[config.mk]
export PLATFORM = sky130hd
export DESIGN_NAME = cct_timer
export DESIGN_NICKNAME = d
export VERILOG_FILES = /design/src/rtl/cct_pkg.sv /design/src/rtl/cct_edge_det.sv /design/src/rtl/cct_counter.sv /design/src/rtl/cct_channel.sv /design/src/rtl/cct_timer.sv
export SDC_FILE = /design/constraint.sdc
export NUM_CORES = 1
export LEC_CHECK = 0
export ABC_AREA = 1
export BUFFER_PORTS_ARGS = -buffer_cell sky130_fd_sc_hd__clkbuf_2
export CORE_ASPECT_RATIO = 0.75
export CORE_MARGIN = 3
export CORE_UTILIZATION = 40
export CTS_BUF_LIST = sky130_fd_sc_hd__clkbuf_8
export CTS_CLUSTER_SIZE = 20
export DETAILED_ROUTE_END_ITERATION = 16
export PLACE_DENSITY = 0.68
export SETUP_SLACK_MARGIN = 0.05
export SYNTH_ARGS = -nofsm -noshare
export SYNTH_HDL_FRONTEND = slang
export SYNTH_SLANG_ARGS = --single-unit
[constraint.sdc]
create_clock -name clk -period 2.1 [get_ports clk]
set_clock_uncertainty 0.2 [all_clocks]
set_input_delay 0 -clock clk [delete_from_list [all_inputs] [get_ports clk]]
set_output_delay 0 -clock clk [all_outputs]
set_load 0.02 [all_outputs]
[src/rtl/cct_pkg.sv]
package cct_pkg;

    typedef enum logic [1:0] {
        EDGE_NONE = 2'b00,
        EDGE_RISE = 2'b01,
        EDGE_FALL = 2'b10,
        EDGE_BOTH = 2'b11
    } edge_sel_e;

    localparam int ADR_CTRL    = 0;
    localparam int ADR_OPT     = 1;
    localparam int ADR_CNT     = 2;
    localparam int ADR_CH_BASE = 3;

    localparam int CTRL_W = 4;

    // control word layout, MSB first: event edge select, event mode, run
    typedef struct packed {
        edge_sel_e evt_sel;
        logic      evt_mode;
        logic      run;
    } ctrl_t;

    function automatic logic edge_match(edge_sel_e sel, logic prev, logic cur);
        case (sel)
            EDGE_RISE: return cur & ~prev;
            EDGE_FALL: return prev & ~cur;
            EDGE_BOTH: return cur ^ prev;
            default:   return 1'b0;
        endcase
    endfunction

endpackage

[src/rtl/cct_edge_det.sv]
module cct_edge_det #(
    parameter int STAGES = 2
) (
    input  logic                clk,
    input  logic                rst,
    input  logic                pin,
    input  cct_pkg::edge_sel_e  sel,
    output logic                hit
);
    logic [STAGES:0] chain;

    always_ff @(posedge clk) begin
        if (rst) chain <= '0;
        else     chain <= {chain[STAGES-1:0], pin};
    end

    // the two oldest stages form the previous/current pair
    assign hit = cct_pkg::edge_match(sel, chain[STAGES], chain[STAGES-1]);
endmodule

[src/rtl/cct_counter.sv]
module cct_counter #(
    parameter int CNT_W = 16
) (
    input  logic             clk,
    input  logic             rst,
    input  logic             run,
    input  logic             evt_mode,
    input  logic             evt_hit,
    input  logic             ovf_clr,
    output logic [CNT_W-1:0] cnt,
    output logic [CNT_W-1:0] cnt_nxt,
    output logic             adv,
    output logic             ovf
);
    logic wrap;

    assign adv     = run & (evt_mode ? evt_hit : 1'b1);
    assign cnt_nxt = CNT_W'(cnt + 1'b1);
    assign wrap    = adv & (&cnt);

    always_ff @(posedge clk) begin
        if (rst)       cnt <= '0;
        else if (!run) cnt <= '0;
        else if (adv)  cnt <= cnt_nxt;
    end

    // a wrap outranks a clearing write in the same cycle
    always_ff @(posedge clk) begin
        if (rst)          ovf <= 1'b0;
        else if (wrap)    ovf <= 1'b1;
        else if (ovf_clr) ovf <= 1'b0;
    end
endmodule

[src/rtl/cct_channel.sv]
module cct_channel #(
    parameter int CNT_W = 16
) (
    input  logic             clk,
    input  logic             rst,
    input  logic             run,
    input  logic             cap_mode,
    input  logic             cap_hit,
    input  logic             wr_hit,
    input  logic [CNT_W-1:0] wr_data,
    input  logic             adv,
    input  logic [CNT_W-1:0] cnt,
    input  logic [CNT_W-1:0] cnt_nxt,
    output logic [CNT_W-1:0] val,
    output logic             out,
    output logic             irq
);
    logic match;

    assign match = ~cap_mode & adv & (cnt_nxt == CNT_W'(val + 1'b1));

    // capture outranks software write
    always_ff @(posedge clk) begin
        if (rst)                    val <= '0;
        else if (cap_mode & cap_hit) val <= cnt;
        else if (wr_hit)            val <= wr_data;
    end

    always_ff @(posedge clk) begin
        if (rst) irq <= 1'b0;
        else     irq <= match;
    end

    always_ff @(posedge clk) begin
        if (rst)        out <= 1'b0;
        else if (!run)  out <= 1'b0;
        else if (match) out <= ~out;
    end
endmodule

[src/rtl/cct_timer.sv]
module cct_timer #(
    parameter int CNT_W       = 16,
    parameter int N_CH        = 2,
    parameter int ADDR_W      = 3,
    parameter int SYNC_STAGES = 2
) (
    input  logic              clk,
    input  logic              rst,
    input  logic              wr_en,
    input  logic [ADDR_W-1:0] wr_addr,
    input  logic [CNT_W-1:0]  wr_data,
    input  logic              rd_en,
    input  logic [ADDR_W-1:0] rd_addr,
    output logic [CNT_W-1:0]  rd_data,
    input  logic              evt_pin,
    input  logic [N_CH-1:0]   cap_pin,
    output logic [N_CH-1:0]   cmp_out,
    output logic [N_CH-1:0]   cmp_irq
);
    import cct_pkg::*;

    localparam int OVF_BIT = CNT_W - 1;
    localparam int SEL_LSB = N_CH;

    ctrl_t              ctrl;
    logic [N_CH-1:0]    cap_mode;
    edge_sel_e          cap_sel [N_CH];
    logic [CNT_W-1:0]   cnt_q, cnt_nxt;
    logic               cnt_adv, ovf_q, evt_hit, ovf_clr;
    logic [N_CH-1:0]    cap_hit, ch_wr;
    logic [CNT_W-1:0]   ch_val [N_CH];
    logic [CNT_W-1:0]   opt_word, rd_mux;

    assign ovf_clr = wr_en && (wr_addr == ADDR_W'(ADR_OPT)) && !wr_data[OVF_BIT];

    always_ff @(posedge clk) begin
        if (rst) begin
            ctrl     <= '0;
            cap_mode <= '0;
            for (int i = 0; i < N_CH; i++) cap_sel[i] <= EDGE_NONE;
        end else if (wr_en) begin
            if (wr_addr == ADDR_W'(ADR_CTRL))
                ctrl <= ctrl_t'(wr_data[CTRL_W-1:0]);
            if (wr_addr == ADDR_W'(ADR_OPT)) begin
                cap_mode <= wr_data[N_CH-1:0];
                for (int i = 0; i < N_CH; i++)
                    cap_sel[i] <= edge_sel_e'(wr_data[SEL_LSB+2*i +: 2]);
            end
        end
    end

    cct_edge_det #(.STAGES(SYNC_STAGES)) u_evt_det (
        .clk(clk), .rst(rst), .pin(evt_pin), .sel(ctrl.evt_sel), .hit(evt_hit)
    );

    cct_counter #(.CNT_W(CNT_W)) u_cnt (
        .clk(clk), .rst(rst), .run(ctrl.run), .evt_mode(ctrl.evt_mode),
        .evt_hit(evt_hit), .ovf_clr(ovf_clr), .cnt(cnt_q), .cnt_nxt(cnt_nxt),
        .adv(cnt_adv), .ovf(ovf_q)
    );

    for (genvar g = 0; g < N_CH; g++) begin : g_ch
        assign ch_wr[g] = wr_en && (wr_addr == ADDR_W'(ADR_CH_BASE + g));

        cct_edge_det #(.STAGES(SYNC_STAGES)) u_cap_det (
            .clk(clk), .rst(rst), .pin(cap_pin[g]), .sel(cap_sel[g]), .hit(cap_hit[g])
        );

        cct_channel #(.CNT_W(CNT_W)) u_ch (
            .clk(clk), .rst(rst), .run(ctrl.run), .cap_mode(cap_mode[g]),
            .cap_hit(cap_hit[g]), .wr_hit(ch_wr[g]), .wr_data(wr_data),
            .adv(cnt_adv), .cnt(cnt_q), .cnt_nxt(cnt_nxt),
            .val(ch_val[g]), .out(cmp_out[g]), .irq(cmp_irq[g])
        );
    end

    always_comb begin
        opt_word = '0;
        opt_word[N_CH-1:0] = cap_mode;
        for (int i = 0; i < N_CH; i++) opt_word[SEL_LSB+2*i +: 2] = cap_sel[i];
        opt_word[OVF_BIT] = ovf_q;
    end

    always_comb begin
        rd_mux = '0;
        if (rd_addr == ADDR_W'(ADR_CTRL)) rd_mux = CNT_W'(ctrl);
        if (rd_addr == ADDR_W'(ADR_OPT))  rd_mux = opt_word;
        if (rd_addr == ADDR_W'(ADR_CNT))  rd_mux = cnt_q;
        for (int i = 0; i < N_CH; i++)
            if (rd_addr == ADDR_W'(ADR_CH_BASE + i)) rd_mux = ch_val[i];
    end

    always_ff @(posedge clk) begin
        if (rst)        rd_data <= '0;
        else if (rd_en) rd_data <= rd_mux;
    end
endmodule

* Yosys cells after proc, flatten, opt, wreduce, memory -nomap -nowiden
Memories as Yosys holds them, arrays and structs flattened. Cells that the tools add are included. W data, S select, Z words.
Word-level totals: flip-flop bits (word level) 84, memories 1, input port bits 29, RAM bits 4, output and inout bits 20, logic and storage cells 105
Operators by class: bitwise logic cells 30, eq/ne operators 18, muxes and demuxes 23, add/subtract/negate cells 3, reduce and logical (&&, ||, !) cells 14
Memory list:
- cap_sel | words 2, bits a word 2, rd ports 2, clocked after Yosys merged registers in 0, wr ports 2, line cct_timer.sv:27 | edge_sel_e cap_sel [N_CH];
Operator list (count):
- $mux W16 | 8
- $add A16 B1 Y16 const B | 3
- $eq A16 B16 Y1 | 2
- $reduce_and A16 Y1 | 1
- $and A1 B1 Y1 | 14
- $eq A2 B2 Y1 const B | 6
- $not A1 Y1 | 11
- $eq A3 B2 Y1 const B | 3
- $mux W1 | 9
- $pmux W1 S3 | 3
- $eq A2 B1 Y1 const B | 3
- $eq A3 B1 Y1 const B | 2
- $eq A3 B3 Y1 const B | 2
- $logic_not A3 Y1 | 2
- $reduce_bool A2 Y1 | 3
- $logic_and A1 B1 Y1 | 4
- $mux W2 | 2
- $mux W4 | 1
- $reduce_and A2 Y1 | 2
- $xor A1 B1 Y1 | 3
- $or A1 B1 Y1 | 2
- $reduce_or A2 Y1 | 1
- $logic_not A1 Y1 | 1

* Depth between registers and ports, before layout
depth in word-level cells 7, depth in mapped cells 15, mapped depth without buffers 15

* By module
A second synthesis with hierarchy kept.
Unflattened totals: cells, all modules 1007, area total of the unflattened synthesis 6212.2 um^2
By module, submodules not included:
- cct_channel | times used 2, area each 1624.1 um^2, seq. area each 360.3 um^2, cells each 281
- cct_timer | times used 1, area each 1441.4 um^2, seq. area each 560.5 um^2, cells each 213
- cct_counter | times used 1, area each 1094.8 um^2, seq. area each 340.3 um^2, cells each 175
- cct_edge_det | times used 3, area each 142.6 um^2, seq. area each 60.1 um^2, cells each 19

* Least setup slack after synthesis
OpenSTA, ideal clock, no wires.
path type reg-to-reg, start reg u_cnt.cnt[1], end reg g_ch[1].u_ch.out, path buffers 0, setup slack 0.128 ns, data required time 1.785 ns, data arrival time 1.657 ns, setup time 0.115 ns, cell stages (with the launch flop) 15, period minus slack after synthesis 1.972 ns, cells stage by stage dfxtp_1 ha_1 nand2_2 nor2_4 nand3_1 nand2_1 nand2_1 nand2_1 nand2_1 nor2_1 nand2_2 nor2_4 nand3_1 nand2_1 nor2_1
On the way: word-level cells in the longest chain between the ends 3
RTL lines:
- from (decl) | line cct_counter.sv:10 | output logic [CNT_W-1:0] cnt,
- from (signal assigned) | line cct_counter.sv:24 | else if (adv) cnt <= cnt_nxt;
- $add A16 B1 Y16 | line cct_counter.sv:18 | assign cnt_nxt = CNT_W'(cnt + 1'b1);
- $eq A16 B16 Y1 | line cct_channel.sv:20 | assign match = ~cap_mode & adv & (cnt_nxt == CNT_W'(val + 1'b1));
- $and A1 B1 Y1 | line cct_channel.sv:20
- to (signal assigned) | line cct_channel.sv:37 | else if (match) out <= ~out;
- to (decl) | line cct_channel.sv:15 | output logic out,
No other way between the ends. A chain may end at the register's enable or synchronous reset.

* Final worst setup path
start reg g_ch[0].u_ch.val[1], end reg g_ch[0].u_ch.irq
On the way: word-level cells in the longest chain between the ends 3
RTL lines:
- from (decl) | line cct_channel.sv:14 | output logic [CNT_W-1:0] val,
- from (signal assigned) | line cct_channel.sv:25 | else if (cap_mode & cap_hit) val <= cnt;
- from (signal assigned) | line cct_channel.sv:26 | else if (wr_hit) val <= wr_data;
- $add A16 B1 Y16 | line cct_channel.sv:20
- $eq A16 B16 Y1 | line cct_channel.sv:20
- $and A1 B1 Y1 | line cct_channel.sv:20
- to (signal assigned) | line cct_channel.sv:31 | else irq <= match;
- to (decl) | line cct_channel.sv:16 | output logic irq
No other way between the ends.

==> results.json <==
{
  "yosysUniqueCellTypes": 38,
  "clock.fmax_ghz": 0.4935,
  "path_clk_slew_ps": 100,
  "slew_headroom_pct": 61.11,
  "dieArea_mm2": 0.01678,
  "cp_num_buf_inv": 2,
  "crit_family": "simple AND/OR/NAND/NOR gates",
  "reg2reg_from": "g_ch[0].u_ch.val[1]",
  "die_h_um": 112.9,
  "seq_power_share_pct": 49.3,
  "wl_mm": 20.70,
  "post-route-period-util_pct": 96.49,
  "place_area_mm2": 0.006888,
  "r2r_cells": 14,
  "end_kind": "flip-flop",
  "cts_root_buf": "clkbuf_8",
  "vdd_ir_drop_max_mv": 0.4072,
  "die_w_um": 148.6,
  "dr.pass1.iters": 6,
  "start_util_pct": 41.50,
  "worst_ep_arrival_time_ps": 2130,
  "postRouteAntennaNets": 0,
  "min_path_cells": 5,
  "cp_slowest_cell": "dfxtp_2",
  "status": "finished clean",
  "critPathLaunchType": "flip-flop",
  "gp_congestion": 0.9120,
  "crit_chain": "buf_6, nand2_1, nor2_4, buf_6, nand3_1, nand2_1, nand2_1, nand2_1, nand2_1, nor2_4, nand2_2, nor2_4, nand2_1, nor2_2",
  "cts_made_buffers": 9,
  "final_cells": 1325,
  "worst-setup-path-type": "reg2reg",
  "ys_seq_area_share_pct": 29.55,
  "critical_path_cell_count": 14,
  "final_nets": 1159,
  "first_global_vias": 6009,
  "clock_latency_ps": 380,
  "syn_inst": 988,
  "antenna_cells": 0,
  "p_clk_share_pct": 36.5,
  "synth_area_mm2": 0.006097,
  "total_power_mw": 3.614,
  "critical_path.startpoint": "g_ch[0].u_ch.val[1]",
  "max_stage_delay_ps": 370,
  "cts_tree": "built",
  "hold_class": "in2reg",
  "num-fill-cells": 1390,
  "design_area_mm2": 0.008028,
  "swShare_pct": 29.88,
  "hold_violations": 0,
  "leakagePower_nw": 3.387,
  "grt.total_usage_pct": 23.80,
  "dp.final_hpwl_mm": 15.10,
  "powerDensity_mw_per_mm2": 450.2,
  "synth_top_area_share_pct": 27.58,
  "io_pins": 49,
  "yosysWarnings": 0,
  "setup_viol": 0,
  "power_switching_mw": 1.080,
  "period_minus_slack_ps": 2026,
  "finalMaxSlewViolations": 0,
  "rsz0062_at_grt": "yes",
  "design.core.area_mm2": 0.01469,
  "yosys.area.top_type": "dfxtp_1",
  "vias_per_cell": 5.312,
  "drv_cap": 0,
  "cp_max_fo": 4,
  "grt_pass1_wl_mm": 31.91,
  "num_rows": 38,
  "p_int_mw": 2.534,
  "hp-start": "rd_addr[2]",
  "pwr-share-comb_pct": 14.2,
  "worstMarginPinSlew_ps": 582.8,
  "numPortBuffers": 48,
  "placed_cells": 1257,
  "cp_common_cell": "nand2_1",
  "drive_above_1_share_pct": 26.84,
  "avgSynthCellArea_um2": 6.171,
  "antenna_found_initial": 0,
  "cts-htree-levels": 3,
  "post_drt_wl_per_cell_um": 15.62,
  "drc_errors": 0,
  "syn_to_final_growth_pct": 31.66,
  "grt_remaining_overflow": 0,
  "synth-seq-cells": 88,
  "cts_buffer_depth": 2,
  "synth_nets": 1027,
  "grt_max_degree": 37,
  "yosys-top-cells-area": "dfxtp_1 28%, nand2_1 23%, inv_1 6.1%, nor2_1 5.3%, a311oi_1 4.6%",
  "drt-initial-drc-count": 807,
  "crit_required_ps": 2210,
  "cts.sinks": 88,
  "vias": 7038
}
## kinds of logic (layout without fill, tap and decap cells)
group	after synthesis	count (layout)	synth area share, %
compound gates	145	145	15.02
xor+xnor	7	7	1.006
fa+ha+maj	10	10	2.052
buf+inv	148	284	9.953
flops	88	88	29.55
simple gates	590	591	42.42
## registers in the layout, summed over array words and instances, names as in the netlist
register              count
rd_data                  16
g_ch.u_ch.out             2
g_ch.u_cap_det.chain      6
ctrl                      4
u_cnt.ovf                 1
cap_sel                   4
cap_mode                  2
g_ch.u_ch.irq             2
u_evt_det.chain           3
u_cnt.cnt                16
g_ch.u_ch.val            32
## path summary, 6_finish.rpt
kind,endpoint,slack (ps)
worst min register to register,g_ch[1].u_cap_det.chain[1],210
worst max register to register,g_ch[0].u_ch.irq,70
worst min-delay path,rd_data[9],100
worst max-delay path,g_ch[0].u_ch.irq,70
## timing repair
action	in CTS	in global routing
hold endpoints to repair	67	0
hold buffers	32	0
pin swaps	6	47
setup endpoints to repair	3	7
resized for setup	23	117
setup buffers	1	18
cloned	0	1
## routing by layer
layer / up-vias / GRT usage (%) / routed length, um
met2: 332 / 31.66 / 8288
met1: 3200 / 38.67 / 9907
met3: 25 / 5.484 / 2313
met4: 0 / 3.938 / 193
met5: - / 0 / 0
li1: 3481 / - / -
## synthesized netlist by cell type, drive strengths merged
cell type / count
xnor2: 3
buf: 26
a311oi: 32
clkbuf: 19
a22oi: 9
a31oi: 13
xor2: 4
inv: 103
dfxtp: 84
a21oi: 38
nand2: 387
o21ai: 43
o21bai: 1
nand3: 48
nor4: 1
nor2: 118
ha: 10
o211ai: 2
o221ai: 3
o22ai: 4
nor3: 8
edfxtp: 4
nand3b: 2
nand4: 26
## final cells by class
cell class,count,area (um2),share of cell area [%]
Multi-Input combinational cell,753,4075,50.76
Sequential cell,88,1852,23.07
Timing Repair Buffer,165,1250,15.57
Inverter,103,389.1,4.847
Tap cell,200,250.2,3.117
Clock buffer,10,137.6,1.714
Clock inverter,6,73.82,0.9196
## cell usage in the layout, fill, tap and decap left out, types with 15 or more instances in the layout
cell and instances:
dfxtp_1 56, nor2_2 15, a311oi_1 32, dfxtp_2 22, clkbuf_2 48, nor2_4 26, buf_4 76, nor2_1 77
nand3_2 15, nand3_1 28, nand4_1 26, inv_1 97, nand2_1 343, nand2_2 39, dlygate4sd3_1 32, o21ai_0 38
a21oi_1 35
## through the flow
stage | util (%) | TNS (ps) | worst slack [ps] | hold WS, ps
6_report | 54.64 | 0 | 73.61 | 101.8
5_1_grt | 54.64 | -226.7 | -91.28 | 133.6
4_1_cts | 50.96 | 0 | 41.34 | 6.991
3_5_place_dp | 46.88 | -58.74 | -27.99 | -0.07017
3_3_place_gp | 46.88 | -33.54 | -24.00 | -4.767
2_1_floorplan | - | 0 | 127.7 | -93.03
## power groups by stage
| stage | combinational [mW] | sequential (mW) | clock (mW) |
|---|---|---|---|
| finish | 0.513 | 1.78 | 1.32 |
| global route | 0.568 | 1.79 | 1.39 |
| CTS | 0.475 | 1.78 | 1.33 |
| detailed placement | 0.428 | 1.82 | 0 |
| global placement | 0.424 | 1.82 | 0 |
| floorplan | 0.254 | 1.82 | 0 |
## tightest hold or removal path, delay by kind of cell
kind | cells | cell delay [ps]
AOI/OAI and AO/OA | 2 | 280
buffers and inverters | 2 | 300
and+or+nand+nor | 1 | 60
Note: power is estimated with default switching activity, not from simulation.
